[config.mk]
export PLATFORM = sky130hd
export DESIGN_NAME = prescale_timer
export DESIGN_NICKNAME = d
export VERILOG_FILES = /design/src/rtl/prescale_timer_pkg.sv /design/src/rtl/prescale_timer_regs.sv /design/src/rtl/prescale_timer_core.sv /design/src/rtl/prescale_timer.sv
export SDC_FILE = /design/constraint.sdc
export NUM_CORES = 1
export LEC_CHECK = 0
export ABC_AREA = 1
export BUFFER_PORTS_ARGS = -buffer_cell sky130_fd_sc_hd__buf_2
export CAP_MARGIN = 10
export CORE_ASPECT_RATIO = 0.6
export CORE_MARGIN = 2
export CORE_UTILIZATION = 25
export DETAILED_ROUTE_END_ITERATION = 10
export GPL_ROUTABILITY_DRIVEN = 0
export PLACE_DENSITY_LB_ADDON = 0.1
export SLEW_MARGIN = 20
export SYNTH_ARGS = -nofsm -noshare
export SYNTH_HDL_FRONTEND = slang
export SYNTH_SLANG_ARGS = --single-unit
[constraint.sdc]
create_clock -name clk -period 3.88 [get_ports clk]
set_input_delay 1.164 -clock clk [delete_from_list [all_inputs] [get_ports clk]]
set_output_delay 1.164 -clock clk [all_outputs]
set_load 0.05 [all_outputs]
[src/rtl/prescale_timer_pkg.sv]
package prescale_timer_pkg;
    localparam logic [7:0] ADR_CMD   = 8'h08;
    localparam logic [7:0] ADR_STAT  = 8'h09;
    localparam logic [7:0] ADR_DIV   = 8'h0a;
    localparam logic [7:0] ADR_LIMIT = 8'h0b;
    localparam logic [7:0] ADR_FREE  = 8'h0c;
    localparam int CMD_GO_BIT   = 0;
    localparam int CMD_HALT_BIT = 1;
    localparam int FREE_EN_BIT  = 0;
endpackage

[src/rtl/prescale_timer_regs.sv]
module prescale_timer_regs
    import prescale_timer_pkg::*;
#(
    parameter int DW = 32,
    parameter int AW = 8
) (
    input  logic          clk,
    input  logic          rst_n,
    input  logic          cs,
    input  logic          we,
    input  logic [AW-1:0] addr,
    input  logic [DW-1:0] wdata,
    input  logic          running,
    input  logic [DW-1:0] count,
    output logic [DW-1:0] rdata,
    output logic          go,
    output logic          halt,
    output logic [DW-1:0] div,
    output logic [DW-1:0] limit,
    output logic          free_en
);
    typedef struct packed {
        logic [DW-1:0] div;
        logic [DW-1:0] limit;
        logic          free;
    } cfg_t;

    cfg_t cfg_d, cfg_q;
    logic wr;
    logic cmd_hit;

    always_comb begin
        cfg_d   = cfg_q;
        wr      = cs && we;
        cmd_hit = wr && (addr == AW'(ADR_CMD));
        go      = cmd_hit && wdata[CMD_GO_BIT];
        halt    = cmd_hit && wdata[CMD_HALT_BIT];
        if (wr && !running) begin
            if (addr == AW'(ADR_DIV))   cfg_d.div   = wdata;
            if (addr == AW'(ADR_LIMIT)) cfg_d.limit = wdata;
            if (addr == AW'(ADR_FREE))  cfg_d.free  = wdata[FREE_EN_BIT];
        end
    end

    always_comb begin
        rdata = '0;
        if (cs && !we) begin
            if (addr == AW'(ADR_STAT))  rdata = DW'(running);
            if (addr == AW'(ADR_DIV))   rdata = cfg_q.div;
            if (addr == AW'(ADR_LIMIT)) rdata = running ? count : cfg_q.limit;
            if (addr == AW'(ADR_FREE))  rdata = DW'(cfg_q.free);
        end
    end

    always_ff @(posedge clk or negedge rst_n) begin
        if (!rst_n) cfg_q <= '0;
        else        cfg_q <= cfg_d;
    end

    assign div     = cfg_q.div;
    assign limit   = cfg_q.limit;
    assign free_en = cfg_q.free;
endmodule

[src/rtl/prescale_timer_core.sv]
module prescale_timer_core #(
    parameter int DW = 32
) (
    input  logic          clk,
    input  logic          rst_n,
    input  logic          go,
    input  logic          halt,
    input  logic          free_en,
    input  logic [DW-1:0] div,
    input  logic [DW-1:0] limit,
    output logic          running,
    output logic [DW-1:0] count
);
    localparam logic [DW-1:0] ONE = DW'(1);

    typedef struct packed {
        logic          run;
        logic [DW-1:0] tick;
        logic [DW-1:0] units;
    } state_t;

    state_t st_d, st_q;
    logic [DW-1:0] div_eff;
    logic [DW-1:0] lim_eff;
    logic          wrap;

    always_comb begin
        st_d    = st_q;
        div_eff = (div   == '0) ? ONE : div;
        lim_eff = (limit == '0) ? ONE : limit;
        wrap    = (st_q.tick == div_eff - ONE);
        if (halt) begin
            st_d.run = 1'b0;
        end else if (go) begin
            st_d.run   = 1'b1;
            st_d.tick  = '0;
            st_d.units = '0;
        end else if (st_q.run) begin
            if (wrap) begin
                st_d.tick  = '0;
                st_d.units = st_q.units + ONE;
                if (!free_en && (st_q.units + ONE == lim_eff)) st_d.run = 1'b0;
            end else begin
                st_d.tick = st_q.tick + ONE;
            end
        end
    end

    always_ff @(posedge clk or negedge rst_n) begin
        if (!rst_n) st_q <= '0;
        else        st_q <= st_d;
    end

    assign running = st_q.run;
    assign count   = st_q.units;
endmodule

[src/rtl/prescale_timer.sv]
module prescale_timer #(
    parameter int DW = 32,
    parameter int AW = 8
) (
    input  logic          clk,
    input  logic          rst_n,
    input  logic          cs,
    input  logic          we,
    input  logic [AW-1:0] addr,
    input  logic [DW-1:0] wdata,
    output logic [DW-1:0] rdata
);
    logic          go_w;
    logic          halt_w;
    logic          run_w;
    logic          free_w;
    logic [DW-1:0] units_w;
    logic [DW-1:0] div_w;
    logic [DW-1:0] limit_w;

    prescale_timer_regs #(.DW(DW), .AW(AW)) u_regs (
        .clk     (clk),
        .rst_n   (rst_n),
        .cs      (cs),
        .we      (we),
        .addr    (addr),
        .wdata   (wdata),
        .running (run_w),
        .count   (units_w),
        .rdata   (rdata),
        .go      (go_w),
        .halt    (halt_w),
        .div     (div_w),
        .limit   (limit_w),
        .free_en (free_w)
    );

    prescale_timer_core #(.DW(DW)) u_core (
        .clk     (clk),
        .rst_n   (rst_n),
        .go      (go_w),
        .halt    (halt_w),
        .free_en (free_w),
        .div     (div_w),
        .limit   (limit_w),
        .running (run_w),
        .count   (units_w)
    );
endmodule

==> metrics.txt, run 1 <==
Hold Path Class register to register; ANT nets after route 0; worst-skew pair later-pin latency 0.46 ns; worst-path maximum fanout 6; flop2flop setup slack 0.28 ns; Iteration-0 DRC Markers ~1300; Global Route Usage Sum 0.213; Die W roughly 260 µm; share of cells above drive strength 1 0.152; drt first pass iters 6; DP Cell Count 2233; Setup violations, final 0; H-tree levels 4; Slew @ Worst Pin just over 0.7 ns; Total Nets Final 1770; Synth cell types 49; #FFs+latches synth between 100 and 150; worst path bufs/invs 6; Via-to-Cell Ratio around 4.8; Critical Path RT between 2 and 3 ns; Core Area 40300 µm²; number of fill cells 4406; CP Data Arrival Time between 2 and 3 ns; die footprint roughly 42000 µm²; CP Class input pin to output port; Num CTS Buffers 17; gr ovfl total 0; Critical-path top delay cell nor4_4; RR Startpoint u_regs.div[28]; Worst setup EP type output port; clock sinks between 100 and 150; Area growth syn-to-layout 24.5%; RR Endpoint u_core.st_q[49]; io pins 76; Layout Cells excl Fill 2268; Worst Reg-to-Reg Cells 21; Clock Tree Buf Depth 2; Hold WS between 0.4 and 0.5 ns; register area approximately 3300 µm²; peak supply drop around 190 µV; CTS Hold Bufs 0; Worst setup startpoint addr[6]; min Tclk post-route roughly 3.8 ns; DR WL/cell 19.7 µm; crit-path leading delay family buffers and inverters; area of the multi-input gates approximately 6200 µm²; Yosys warning count 0; largest net degree at the start of global routing between 60 and 70; CP peak stage delay ~0.25 ns; HP Start u_regs.limit[28]; EDFF count, synth 0; Root Buffer clkbuf_16; Final Hold Fails 0; via count 10908; Crit path top cell by count buf_6; CTS tree built; max_slew headroom 0.523; first-pass GRT wire length roughly 66000 µm; cell area after synthesis ~10000 µm²; clk_skew 0.0135 ns; Worst setup SP type input pin; net count after synthesis about 1700; Top FF cell, synth dfrtp_1; port bufs 75; vias in the first global route ~10000; WHS Path Cells 2; Max-Cap Viols 0; sequential fraction of the synthesis area 0.320; antenna violations before repair 0; Initial Utilization 0.253; hpwl dp about 35000 µm; status finished clean; Post-Route WL 44800 µm; Layout Utilization 0.314; worst-path cell chain buf_6, nor4_4, buf_4, inv_4, nor2_4, buf_6, nand4_1, nand2_4, clkbuf_16, a21oi_4, buf_12; Die Ht roughly 160 µm; Post-Syn Area per Cell 6.26 µm²; Power Dens Cells roughly 350 nW/µm²; Async SR Flop Fraction 1.00; fmax 260 MHz; hold endpoint u_regs.limit[28]; final period utilization 0.992; Mapped Cells between 1500 and 2000; row count 57; Clock Pin Slew Worst Setup and Hold Paths roughly 0.06 ns; DRC errors left 0; Max Transition Viols Final 0; Leak between 6 and 7 nW; unrepaired setup endpoints after global routing true
## registers in the layout, indices dropped and copies added (netlist names)
register and count:
u_core.count 32, u_core.st_q 32, u_regs.div 32, u_regs.limit 32
u_core.running 1, u_regs.free_en 1
## final cells by class
cell class / instances / area share
multi-input cells: 1232 / 0.489
flip-flops and latches: 130 / 0.257
repair buffers: 140 / 0.0941
inverters: 202 / 0.0602
well taps: 531 / 0.0525
clock buffers: 18 / 0.0347
clock inverters: 14 / 0.0122
diodes: 1 / 0.000198
## worst min-delay path, cell delays in order, from the launching register on
cell and delay, ns:
dfrtp_1 0.35, nand2_1 0.05, o21ai_0 0.05
## placed cells by master, fill, tap and decap left out, types with 6 or more instances in the layout
cell,count
inv_2,6
buf_2,40
o21bai_1,6
nand3_1,130
a21oi_1,7
xor2_1,50
a21oi_4,18
o22ai_1,8
nor2_1,161
a21oi_2,12
buf_12,8
clkbuf_16,18
nand2_1,529
dfrtp_1,128
nand4_1,56
o21ai_0,107
buf_6,31
nor2_2,17
nand2_2,11
or2_2,7
inv_1,193
buf_4,59
nor3_1,42
xnor2_1,24
## per-layer routing
metal | track usage | part of all wire | vias to the layer above
li1 | - | - | 5378
met1 | 0.354 | 0.55 | 5128
met2 | 0.263 | 0.36 | 382
met3 | 0.0523 | 0.089 | 20
met4 | 0.0405 | 0.0075 | 0
met5 | 0 | 0 | -
## Yosys cell counts, types with 2 or more instances
cell,n,area [µm²]
nor2_2,11,68.8
xor2_1,51,447
nand2_2,3,18.8
buf_2,13,65.1
o21ai_0,108,541
inv_1,194,728
nor4_1,4,25.0
a31oi_1,2,12.5
nor3_1,43,215
nand2_1,538,2020
ha_1,3,37.5
o21bai_1,6,45.0
inv_2,6,22.5
or2_2,7,43.8
buf_6,7,78.8
nand4_1,56,350
dfrtp_1,130,3250
xnor2_1,24,210
nand3b_1,5,37.5
a21oi_1,37,185
o22ai_1,8,50.1
a21o_1,5,37.5
nor2_1,168,631
nand3_1,131,656
buf_4,2,15.0
nand3_2,3,30.0
clkbuf_1,40,150
## cell families after synthesis
family          after synthesis  share of synthesized area
compound gates              173                     0.0906
xor+xnor                     76                     0.0668
fa+ha+maj                     3                    0.00369
buf+inv                     265                      0.105
flops                       130                      0.320
simple gates                980                      0.414
## power breakdown
group / switching, mW / internal (mW) / total (mW) / leakage (nW)
Clock: 0.749 / 0.971 / 1.72 / 0.276
Sequential: 0.0892 / 1.42 / 1.51 / 1.78
Combinational: 0.814 / 0.411 / 1.23 / 4.04
## worst max-delay path by stage
stage | endpoint | slack (ns) | cells past startpoint
after detailed placement | rdata[11] | -0.06 | 11
after global placement | rdata[11] | -0.05 | 11
final | rdata[22] | 0.03 | 11
after floorplan | rdata[31] | -0.1 | 7
after global routing | rdata[22] | -0.05 | 11
after CTS | rdata[0] | -0.0005 | 10
## what timing repair did
item,in CTS,in global routing
setup endpoints to repair,25,96
gates cloned,0,1
pin swaps,0,4
setup buffers,0,1
gates resized for setup,26,75
## through the flow
step                      power (mW)  setup TNS (ns)  setup slack (ns)  area, µm²
after floorplan                 2.28          -0.997           -0.0957      10400
after global placement          2.71          -0.276           -0.0479      11700
after detailed placement        2.70          -0.457           -0.0613      11700
after CTS                       4.43       -0.000507         -0.000507      12400
after global routing            4.67          -0.487           -0.0489      12700
final                           4.45               0            0.0303      12700
(Power assumes the default switching activity.)
==> inputs of run 2 (changes only) <==
--- a/config.mk
+++ b/config.mk
@@ -9,7 +9,6 @@
 export BUFFER_PORTS_ARGS = -buffer_cell sky130_fd_sc_hd__buf_2
 export CAP_MARGIN = 10
 export CORE_ASPECT_RATIO = 0.6
-export CORE_MARGIN = 2
 export CORE_UTILIZATION = 25
 export DETAILED_ROUTE_END_ITERATION = 10
 export GPL_ROUTABILITY_DRIVEN = 0
==> constraint.sdc (replaced) <==
create_clock -name clk -period 4.7 [get_ports clk]
set_input_delay 1.41 -clock clk [delete_from_list [all_inputs] [get_ports clk]]
set_output_delay 1.41 -clock clk [all_outputs]
set_load 0.05 [all_outputs]
==> run 2 against run 1 <==
Against the previous run: via count down 1.9%; register-to-register slack gained 0.25 ns; core utilization decreased by 1.1 points; first-iteration DRC count down 25%; critical path depth did not move; routed wire length decreased by 2.5%.
==> metrics.txt, run 2 (synthesized netlist as in run 1, its figures left out) <==
RR Endpoint u_core.count[0] (was u_core.st_q[49]); CTS Hold Bufs 0 (unchanged); Total Nets Final 1746 (was 1770); Initial Utilization 0.257 (was 0.253); Setup violations, final 0 (unchanged); row count 56 (was 57); HP Start u_regs.limit[26] (was u_regs.limit[28]); Worst setup SP type input pin (unchanged); Hold Path Class register to register (unchanged); DR WL/cell 19.5 µm (was 19.7 µm); Setup TNS 0 ns (unchanged); gr ovfl total 0 (unchanged); Num CTS Buffers 17 (unchanged); Slew @ Worst Pin 0.858 ns (was 0.716 ns); final period utilization 0.967; Clock Tree Buf Depth 2 (unchanged); WHS Path Cells 2 (unchanged); Max-Cap Viols 0 (unchanged); Via-to-Cell Ratio 4.79 (was 4.81); Global Route Usage Sum 0.217 (was 0.213); io pins 76 (unchanged); flop2flop setup slack 0.53 ns (was 0.28 ns); CP Data Arrival Time 3.14 ns (was 2.69 ns); Die Ht 158 µm (was 160 µm); ANT nets after route 0 (unchanged); commonest non-fill, non-tap cell in the layout nand2_1 (unchanged); fmax 220 MHz; status finished clean (unchanged); min Tclk post-route 4.55 ns; worst-skew pair later-pin latency 0.46 ns (about the same); peak supply drop 217 µV (was 188 µV); via count 10702 (was 10908); largest net degree at the start of global routing 76 (was 65); Root Buffer clkbuf_16 (unchanged); Power Dens Cells 297 nW/µm² (was 351 nW/µm²); drt first pass iters 6 (unchanged); first-pass GRT wire length 66100 µm (was 66400 µm); hpwl dp 33900 µm (was 34500 µm); Worst setup EP type output port (unchanged); Post-Route WL 43600 µm (was 44800 µm); Die W 262 µm (was 264 µm); DP Cell Count 2202 (was 2233); CTS tree built (unchanged); antenna violations before repair 1 (was 0); vias in the first global route 9918 (was 9998); Layout Utilization 0.303 (was 0.314); DRC errors left 0 (unchanged); port bufs 75 (unchanged); total power 3.56 mW (was 4.45 mW); Layout Cells excl Fill 2234 (was 2268); leading cell types in the layout, fill and taps excluded 537 x nand2_1, 194 x inv_1, 168 x nor2_1 (was 529 x nand2_1, 193 x inv_1, 161 x nor2_1); Final Hold Fails 0 (unchanged); Hold WS 0.488 ns (about the same); Iteration-0 DRC Markers 1008 (was 1336); share of cells above drive strength 1 0.127 (was 0.152); CP Class input pin to output port (unchanged); Clock Pin Slew Worst Setup and Hold Paths 0.06 ns (about the same); max_slew headroom 0.428 (was 0.523); Max Transition Viols Final 0 (unchanged); RR Startpoint u_regs.div[2] (was u_regs.div[28]); unrepaired setup endpoints after global routing false (was true); Core Area 39600 µm² (was 40300 µm²); Leak 5.93 nW (was 6.10 nW); Worst Reg-to-Reg Cells 23 (was 21); die footprint 41500 µm² (was 42400 µm²); Critical Path RT 3.29 ns (was 2.72 ns); clock sinks 130 (unchanged); clk_skew 0.00825 ns (was 0.0135 ns); Area growth syn-to-layout 18.0% (was 24.5%); hold endpoint u_regs.limit[26] (was u_regs.limit[28]); worst-path maximum fanout 12 (was 6); H-tree levels 4 (unchanged)
==> run 2: layout make-up <==
cell class              instances  area, µm²
flip-flops and latches        130       3250
inverters                     202        759
well taps                     522        653
multi-input cells            1232       5980
repair buffers                116        802
clock inverters                 9       82.6
diodes                          1       2.50
fillers                      4429      27600
clock buffers                  22        474
==> run 2: stage by stage <==
stage | setup WS (ns) | cell area (µm²)
floorplan | -0.0574 | 10300
global placement | -0.0152 | 11400
detailed placement | -0.0390 | 11400
CTS | 0.0864 | 12000
global route | 0.000557 | 12000
finish | 0.155 | 12000
==> run 2: metal layers <==
metal,GRT usage,vias up,wire [µm]
li1,-,5324,-
met1,0.358,5004,24600
met2,0.273,345,15400
met3,0.0453,29,3200
met4,0.0473,0,449
met5,0,-,0
==> run 2: critical path: stages <==
cell and delay [ns]:
buf_2 0.10, nor4_2 0.32, buf_4 0.20, inv_2 0.04
nor2_2 0.09, buf_4 0.13, nand4_1 0.11, nand2_1 0.22
buf_12 0.22, nor2_1 0.06, buf_2 0.21
==> run 2: how the worst max path moves through the flow <==
stage | endpoint | startpoint | slack, ns | cells past startpoint
floorplan | rdata[31] | addr[5] | -0.06 | 7
global placement | rdata[31] | addr[5] | -0.02 | 11
detailed placement | rdata[30] | addr[5] | -0.04 | 11
CTS | rdata[30] | addr[5] | 0.09 | 11
global route | rdata[31] | addr[5] | 0.0006 | 11
finish | rdata[31] | addr[5] | 0.15 | 11
==> run 2: report_power, final <==
group	switching, mW	internal, mW
clock	0.575	0.763
combinational	0.649	0.322
sequential	0.0816	1.17
==> run 2: what timing repair did <==
action / in CTS / in global routing
buffers inserted: 0 / 0
resized for setup: 1 / 5
endpoints found under the setup margin: 25 / 5
cloned: 0 / 0
pin swaps: 0 / 0
